### src/rtl/pgx_pkg.sv
package pgx_pkg;

    typedef struct packed {
        logic present;
        logic rd_ok;
        logic wr_ok;
        logic nocache;
    } perm_t;

    typedef struct packed {
        logic valid;
        logic page_fault;
        logic prot_fault;
        logic nocache;
        logic was_ref;
        logic was_dirty;
    } rsp_flags_t;

endpackage

### src/rtl/pgx_table.sv
module pgx_table
    import pgx_pkg::*;
#(
    parameter int IDX_W   = 4,
    parameter int FRAME_W = 3,
    localparam int PAGES  = 1 << IDX_W
) (
    input  logic               clk,
    input  logic               rst_n,
    input  logic               cfg_we,
    input  logic [IDX_W-1:0]   cfg_idx,
    input  logic [FRAME_W-1:0] cfg_frame,
    input  perm_t              cfg_perm,
    input  logic               cfg_clr_ref,
    input  logic               upd_en,
    input  logic [IDX_W-1:0]   upd_idx,
    input  logic               upd_write,
    input  logic [IDX_W-1:0]   rd_idx,
    output logic [FRAME_W-1:0] rd_frame,
    output perm_t              rd_perm,
    output logic               rd_ref,
    output logic               rd_dirty
);

    logic [FRAME_W-1:0] frame_q [PAGES];
    logic [FRAME_W-1:0] frame_d [PAGES];
    perm_t              perm_q  [PAGES];
    perm_t              perm_d  [PAGES];
    logic [PAGES-1:0]   ref_q,   ref_d;
    logic [PAGES-1:0]   dirty_q, dirty_d;

    always_comb begin
        for (int i = 0; i < PAGES; i++) begin
            frame_d[i] = frame_q[i];
            perm_d[i]  = perm_q[i];
            ref_d[i]   = ref_q[i];
            dirty_d[i] = dirty_q[i];
            // Status set from a clean access
            if (upd_en && (upd_idx == IDX_W'(i))) begin
                ref_d[i] = 1'b1;
                if (upd_write) begin
                    dirty_d[i] = 1'b1;
                end
            end
            // Global wipe of referenced bits overrides the set
            if (cfg_clr_ref) begin
                ref_d[i] = 1'b0;
            end
            // Entry load overrides everything for that entry
            if (cfg_we && (cfg_idx == IDX_W'(i))) begin
                frame_d[i] = cfg_frame;
                perm_d[i]  = cfg_perm;
                ref_d[i]   = 1'b0;
                dirty_d[i] = 1'b0;
            end
        end
    end

    always_ff @(posedge clk or negedge rst_n) begin
        if (!rst_n) begin
            for (int i = 0; i < PAGES; i++) begin
                frame_q[i] <= '0;
                perm_q[i]  <= '0;
            end
            ref_q   <= '0;
            dirty_q <= '0;
        end else begin
            for (int i = 0; i < PAGES; i++) begin
                frame_q[i] <= frame_d[i];
                perm_q[i]  <= perm_d[i];
            end
            ref_q   <= ref_d;
            dirty_q <= dirty_d;
        end
    end

    assign rd_frame = frame_q[rd_idx];
    assign rd_perm  = perm_q[rd_idx];
    assign rd_ref   = ref_q[rd_idx];
    assign rd_dirty = dirty_q[rd_idx];


    clr_ref_all_chk: assert property (@(posedge clk) disable iff (!rst_n)
        cfg_clr_ref |=> (ref_q == '0));


    no_update_idle_chk: assert property (@(posedge clk) disable iff (!rst_n)
        (!upd_en && !cfg_we) |=> ($stable(dirty_q) && ((ref_q & ~$past(ref_q)) == '0)));

endmodule

### src/rtl/pgx_check.sv
module pgx_check
    import pgx_pkg::*;
(
    input  logic  req_write,
    input  perm_t perm,
    output logic  page_fault,
    output logic  prot_fault
);

    always_comb begin
        page_fault = !perm.present;
        // Protection is only judged on present pages
        prot_fault = perm.present && (req_write ? !perm.wr_ok : !perm.rd_ok);
    end

endmodule

### src/rtl/pgx_translator.sv
module pgx_translator
    import pgx_pkg::*;
#(
    parameter int VA_W    = 16,
    parameter int OFF_W   = 12,
    parameter int FRAME_W = 3,
    localparam int IDX_W  = VA_W - OFF_W,
    localparam int PA_W   = FRAME_W + OFF_W
) (
    input  logic               clk,
    input  logic               rst_n,
    input  logic               cfg_we,
    input  logic [IDX_W-1:0]   cfg_idx,
    input  logic [FRAME_W-1:0] cfg_frame,
    input  logic               cfg_present,
    input  logic               cfg_rd_ok,
    input  logic               cfg_wr_ok,
    input  logic               cfg_nocache,
    input  logic               cfg_clr_ref,
    input  logic               req_valid,
    input  logic [VA_W-1:0]    req_vaddr,
    input  logic               req_write,
    output logic               rsp_valid,
    output logic [PA_W-1:0]    rsp_paddr,
    output logic               rsp_nocache,
    output logic               rsp_page_fault,
    output logic               rsp_prot_fault,
    output logic               rsp_was_ref,
    output logic               rsp_was_dirty
);

    logic [IDX_W-1:0]   lk_idx;
    logic [OFF_W-1:0]   lk_off;
    logic [FRAME_W-1:0] lk_frame;
    perm_t              lk_perm;
    perm_t              cfg_perm;
    logic               lk_ref, lk_dirty;
    logic               pf, prf, clean;

    rsp_flags_t         flags_d, flags_q;
    logic [PA_W-1:0]    paddr_d, paddr_q;

    assign lk_idx   = req_vaddr[VA_W-1 -: IDX_W];
    assign lk_off   = req_vaddr[OFF_W-1:0];
    assign cfg_perm = '{present: cfg_present, rd_ok: cfg_rd_ok,
                        wr_ok: cfg_wr_ok, nocache: cfg_nocache};
    assign clean    = req_valid && !pf && !prf;

    pgx_table #(.IDX_W(IDX_W), .FRAME_W(FRAME_W)) u_table (
        .clk        (clk),
        .rst_n      (rst_n),
        .cfg_we     (cfg_we),
        .cfg_idx    (cfg_idx),
        .cfg_frame  (cfg_frame),
        .cfg_perm   (cfg_perm),
        .cfg_clr_ref(cfg_clr_ref),
        .upd_en     (clean),
        .upd_idx    (lk_idx),
        .upd_write  (req_write),
        .rd_idx     (lk_idx),
        .rd_frame   (lk_frame),
        .rd_perm    (lk_perm),
        .rd_ref     (lk_ref),
        .rd_dirty   (lk_dirty)
    );

    pgx_check u_check (
        .req_write (req_write),
        .perm      (lk_perm),
        .page_fault(pf),
        .prot_fault(prf)
    );

    always_comb begin
        flags_d = '0;
        paddr_d = '0;
        if (req_valid) begin
            flags_d.valid      = 1'b1;
            flags_d.page_fault = pf;
            flags_d.prot_fault = prf;
            flags_d.was_ref    = lk_ref;
            flags_d.was_dirty  = lk_dirty;
            if (clean) begin
                flags_d.nocache = lk_perm.nocache;
                paddr_d         = {lk_frame, lk_off};
            end
        end
    end

    always_ff @(posedge clk or negedge rst_n) begin
        if (!rst_n) begin
            flags_q <= '0;
            paddr_q <= '0;
        end else begin
            flags_q <= flags_d;
            paddr_q <= paddr_d;
        end
    end

    assign rsp_valid      = flags_q.valid;
    assign rsp_paddr      = paddr_q;
    assign rsp_nocache    = flags_q.nocache;
    assign rsp_page_fault = flags_q.page_fault;
    assign rsp_prot_fault = flags_q.prot_fault;
    assign rsp_was_ref    = flags_q.was_ref;
    assign rsp_was_dirty  = flags_q.was_dirty;


    fault_excl_chk: assert property (@(posedge clk) disable iff (!rst_n)
        rsp_page_fault |-> !rsp_prot_fault);


    fault_no_addr_chk: assert property (@(posedge clk) disable iff (!rst_n)
        (rsp_page_fault || rsp_prot_fault) |-> (rsp_paddr == '0 && !rsp_nocache));


    latency_chk: assert property (@(posedge clk) disable iff (!rst_n)
        req_valid |=> rsp_valid);


    idle_quiet_chk: assert property (@(posedge clk) disable iff (!rst_n)
        !rsp_valid |-> (!rsp_page_fault && !rsp_prot_fault && !rsp_was_ref
                        && !rsp_was_dirty && rsp_paddr == '0));

endmodule

### config.mk
export PLATFORM = sky130hd
export DESIGN_NAME = pgx_translator
export DESIGN_NICKNAME = d
export VERILOG_FILES = /design/src/rtl/pgx_pkg.sv /design/src/rtl/pgx_table.sv /design/src/rtl/pgx_check.sv /design/src/rtl/pgx_translator.sv
export SDC_FILE = /design/constraint.sdc
export NUM_CORES = 1
export LEC_CHECK = 0
export ABC_AREA = 1
export CAP_MARGIN = 20
export CORE_MARGIN = 2
export CORE_UTILIZATION = 35
export DETAILED_ROUTE_END_ITERATION = 16
export DONT_BUFFER_PORTS = 1
export SLEW_MARGIN = 20
export SYNTH_ARGS = -nofsm -noshare
export SYNTH_HDL_FRONTEND = slang
export SYNTH_HIERARCHICAL = 1
export SYNTH_SLANG_ARGS = --single-unit
### constraint.sdc
create_clock -name clk -period 4.3 [get_ports clk]
set_input_delay 0.43 -clock clk [delete_from_list [all_inputs] [get_ports clk]]
set_output_delay 0.43 -clock clk [all_outputs]
set_load 0.05 [all_outputs]
Word-level counts from Yosys, hierarchy flattened
Index checks and enable logic that the tools add are counted.

Bits in registers: 165. Bits of input ports: 33. Output and inout bits: 21.

$lt $le $gt $ge: 2. Equality and inequality tests: 30. Muxes and demuxes: 96. Bitwise logic cells: 1. Reduce and logical (&&, ||, !) cells: 105.

Operators by type and width (number): 1-bit 2-to-1 mux (85); 4-bit == test (second input constant) (16); 2-bit nonzero test (32); 3-bit nonzero test (16); 1-bit logical AND (35); 4-bit by 3-bit == test with 1-bit output (second input constant) (8); 2-bit AND reduction (16); 15-bit 2-to-1 mux (2); 4-bit binary-select mux with 4-bit select (1); 4-bit by 2-bit == test with 1-bit output (second input constant) (4); 3-bit binary-select mux with 4-bit select (1); 1-bit binary-select mux with 4-bit select (2); 4-bit by 1-bit == test with 1-bit output (second input constant) (2); 4-bit logical NOT (2); 4-bit 2-to-1 mux (2); 3-bit 2-to-1 mux (2); 6-bit 2-to-1 mux (1); 5-bit >= comparator (second input constant) (1); 4-bit by 5-bit less-than comparator with 1-bit output (second input constant) (1); 4-bit inverter with 5-bit output (1); 1-bit logical NOT (4).

Longest topological paths before layout
Depth in word-level cells: 13. Depth in mapped cells: 20.

Modules after synthesis
The synthesis kept the hierarchy.

By module, submodules not included: pgx_table (times used 1, cells each 978, area each 7288.2 um^2, seq. area each 3603.5 um^2); pgx_translator (times used 1, cells each 66, area each 743.2 um^2, seq. area each 525.5 um^2); pgx_check (times used 1, cells each 6, area each 22.5 um^2, seq. area each 0.0 um^2).

Worst setup path before layout
Ideal clock, no wire load.

Path type: input -> register. Start point: input port req_vaddr[13]. End point: register u_table.dirty_q[2]. Arrival: 2.392 ns. Data required time: 4.223 ns. Slack: 1.831 ns. Stages: 19. Buffers on the path: 3. Cells stage by stage: buf_2 clkinv_1 clkbuf_1 nand3_1 nand3_1 nand3_1 nand2_1 inv_1 nor2_1 nor2_1 inv_1 nand3_4 buf_6 inv_1 nand2_1 nor2_1 and2_1 nand2_1 a21oi_1.

RTL lines: start: declaration (RTL line pgx_translator.sv:21) `input logic [VA_W-1:0] req_vaddr,`; end signal: assignment (RTL line pgx_table.sv:73) `dirty_q <= dirty_d;`; end: declaration (RTL line pgx_table.sv:30) `logic [PAGES-1:0] dirty_q, dirty_d;`.

==> metrics.txt <==
run status finished with violations; failing checks hold timing; initial core utilization 0.356; Int Power 2910 uW; Diodes inserted 0; maximum VDD drop 419 uV; IO buf count 0; share of cells above drive strength 1 0.0669; DRC Markers 0; root buf cell clkbuf_16; Die Y 156 um; vias post-DR 6410; Max Cap Viol 0; clock period minus worst slack 2.51 ns; Ys Warns 6; die area 24200 um2; worst-skew pair later-pin latency 0.43 ns; Post-synth EDFFs 0; dpl ws 1.36 ns; Power Dens Cells 468 nW/um2; Hold Slack -0.0315 ns; WL final 20600 um; Routed Antenna Nets 0; CTS H-tree depth 4; DR iter-0 viols 657; Core ar. 22600 um2; share of power burned in registers 0.483; largest net degree at the start of global routing 166; Area Growth Syn to Fin 9.15%; kind of critical path in -> reg; post_cts resized 0; CTS Buf Count 17; wire length per cell 15.6 um; crit share post-route 0.584; combinational power share 0.156; Critical Path Fanout Max 82; commonest cells in the netlist 300 x nand2_1, 176 x inv_1, 165 x dfrtp_1; Crit path required time 4.59 ns; Critical Path Sink Type flip-flop; initial antenna violation count 0; most frequent cell after synthesis nand2_1; leak pwr 0.00429 uW; Clk pwr share 0.361; synthesized instance count 1050; Synth Register Bits 165; RSZ-0062 raised after global routing false; Worst Tran Pin Value 0.856 ns; clock buffer depth 2; first-pass GRT wire length 33300 um; Worst Skew 0.00785 ns; first drt pass iteration count 5; Syn Nets 1083; fill count 2289; Primary FF master, synth dfrtp_1; post-DP HPWL 13200 um; Ports 54; Clock Sink Count 165; Worst Path Arrival 2.80 ns; Final WS setup 1.79 ns; mapped cell area 8050 um2; die width 156 um; gpl congestion 0.842; grt total ovfl 0; vias in the first global route 6239; cell accounting for the most synthesized area dfrtp_1; Setup TNS Final 0 ns; Slew HR 0.429; synth top area cells dfrtp_1 51%, nand2_1 14%, inv_1 8.2%; Switching Power 1200 uW; TritonCTS clock tree done; post-synthesis async set-or-reset flop share 1.00; mean number of vias per cell 4.87; Hold Path Class in -> async; Cell variety after synth 24; Nets 1051; FMAX 398 MHz; Tot GR Track Use 0.176; Row Count 55; Max Slew Vio Count 0; post-synthesis sequential area ratio 0.513; Tot Pwr 4110 uW; Worst-path clk slew 0.06 ns; syn_area_per_cell 7.67 um2; Fin. Hold Viols 8; Synth top area share 0.513; switching share of total power 0.293; crit start category primary input; Final setup viols 0
## worst max-delay path, stage by stage
cell and delay (ns):
inv_2 0.34, buf_4 0.30, nand2_1 0.08, nand3_1 0.07
nand3_1 0.08, nand3_1 0.09, nand2_1 0.11, nand2_1 0.07
nand2_1 0.05, nor2_1 0.16, inv_1 0.10, nand3_4 0.24
inv_1 0.16, nand2_1 0.10, nor2_1 0.06, and2_1 0.14
o21ai_0 0.14, nor2_1 0.06
## power groups by stage
stage / combinational [uW] / sequential, uW / clock, uW
final: 641 / 1990 / 1480
after global routing: 753 / 2010 / 1580
after CTS: 644 / 1990 / 1520
after detailed placement: 605 / 2010 / 0
after global placement: 591 / 2000 / 0
after floorplan: 510 / 1990 / 0
## kinds of logic after synthesis
| kind of cell | after synthesis | synth area share |
|---|---|---|
| buf+inv | 238 | 0.117 |
| flops | 165 | 0.513 |
| simple gates | 500 | 0.278 |
| compound gates | 147 | 0.0923 |
## timing repair
action | in CTS | in global routing
buffers inserted | 0 | 0
hold buffers | 1 | 0
endpoints found under the hold margin | 165 | 0
## cells in the final DEF, fill, tap and decap left out, drive strengths merged
cell type  Yosys  layout
or2            1       1
a21oi         18      18
and2           1       1
clkinv         3       7
dfrtp        165     165
nand2        300     300
nand3        129     129
a21boi         1       1
nand4          1       1
clkbuf        26      20
buf           32       7
bufinv         0       1
a211oi         1       1
o21ai        126     126
clkinvlp       0       4
inv          177     180
o211ai         1       1
nor2          68      68
## path summary, 6_finish.rpt
check | from | endpoint | slack (ns) | cells past startpoint
worst max-delay path | req_vaddr[12] | u_table/ref_q[2]$_DFFE_PN0P_ | 1.79 | 18
worst min-delay path | rst_n | rsp_paddr[8]$_DFF_PN0_ | -0.03 | 1
worst max register to register | u_table/perm_q[41]$_DFFE_PN0P_ | u_table/ref_q[2]$_DFFE_PN0P_ | 1.99 | 17
worst min register to register | u_table/perm_q[50]$_DFFE_PN0P_ | u_table/perm_q[50]$_DFFE_PN0P_ | 0.49 | 2
max in group asynchronous | rst_n | u_table/frame_q[17]$_DFFE_PN0P_ | 3.65 | 1
min in group clk | req_valid | rsp_valid$_DFF_PN0_ | 0.03 | 0
## area by class of cell
type                            count  area [um2]  share of cell area
Sequential cell                   165        4130               0.470
Multi-Input combinational cell    647        2980               0.339
Inverter                          180         676              0.0769
Clock buffer                       20         457              0.0519
Tap cell                          285         357              0.0406
Clock inverter                     12         121              0.0138
Timing Repair Buffer                7        72.6             0.00826
## per-layer routing
| layer | vias up | global-route usage | wire length (um) | part of all wire |
|---|---|---|---|---|
| met2 | 160 | 0.289 | 10000 | 0.49 |
| met1 | 3081 | 0.241 | 9320 | 0.45 |
| met3 | 15 | 0.0378 | 1090 | 0.053 |
| li1 | 3154 | - | - | - |
| met5 | - | 0 | 0 | 0 |
| met4 | 0 | 0.0411 | 140 | 0.0068 |
## state kept, by name (all words and copies together) (netlist names), 15 cells and up
signal           flops
u_table/ref_q       16
u_table/frame_q     48
u_table/dirty_q     16
u_table/perm_q      64
rsp_paddr           15
## metrics by stage
stage                     utilization  cell area [um2]  std cells  hold WS, ns
after floorplan                     -             8050       1050        0.134
after global placement          0.362             8190       1283        0.138
after detailed placement        0.362             8190       1283        0.137
after CTS                       0.388             8790       1316       0.0161
after global routing            0.388             8790       1316      0.00803
final                           0.388             8790       1316      -0.0315
Power figures use the tool's default switching activity.
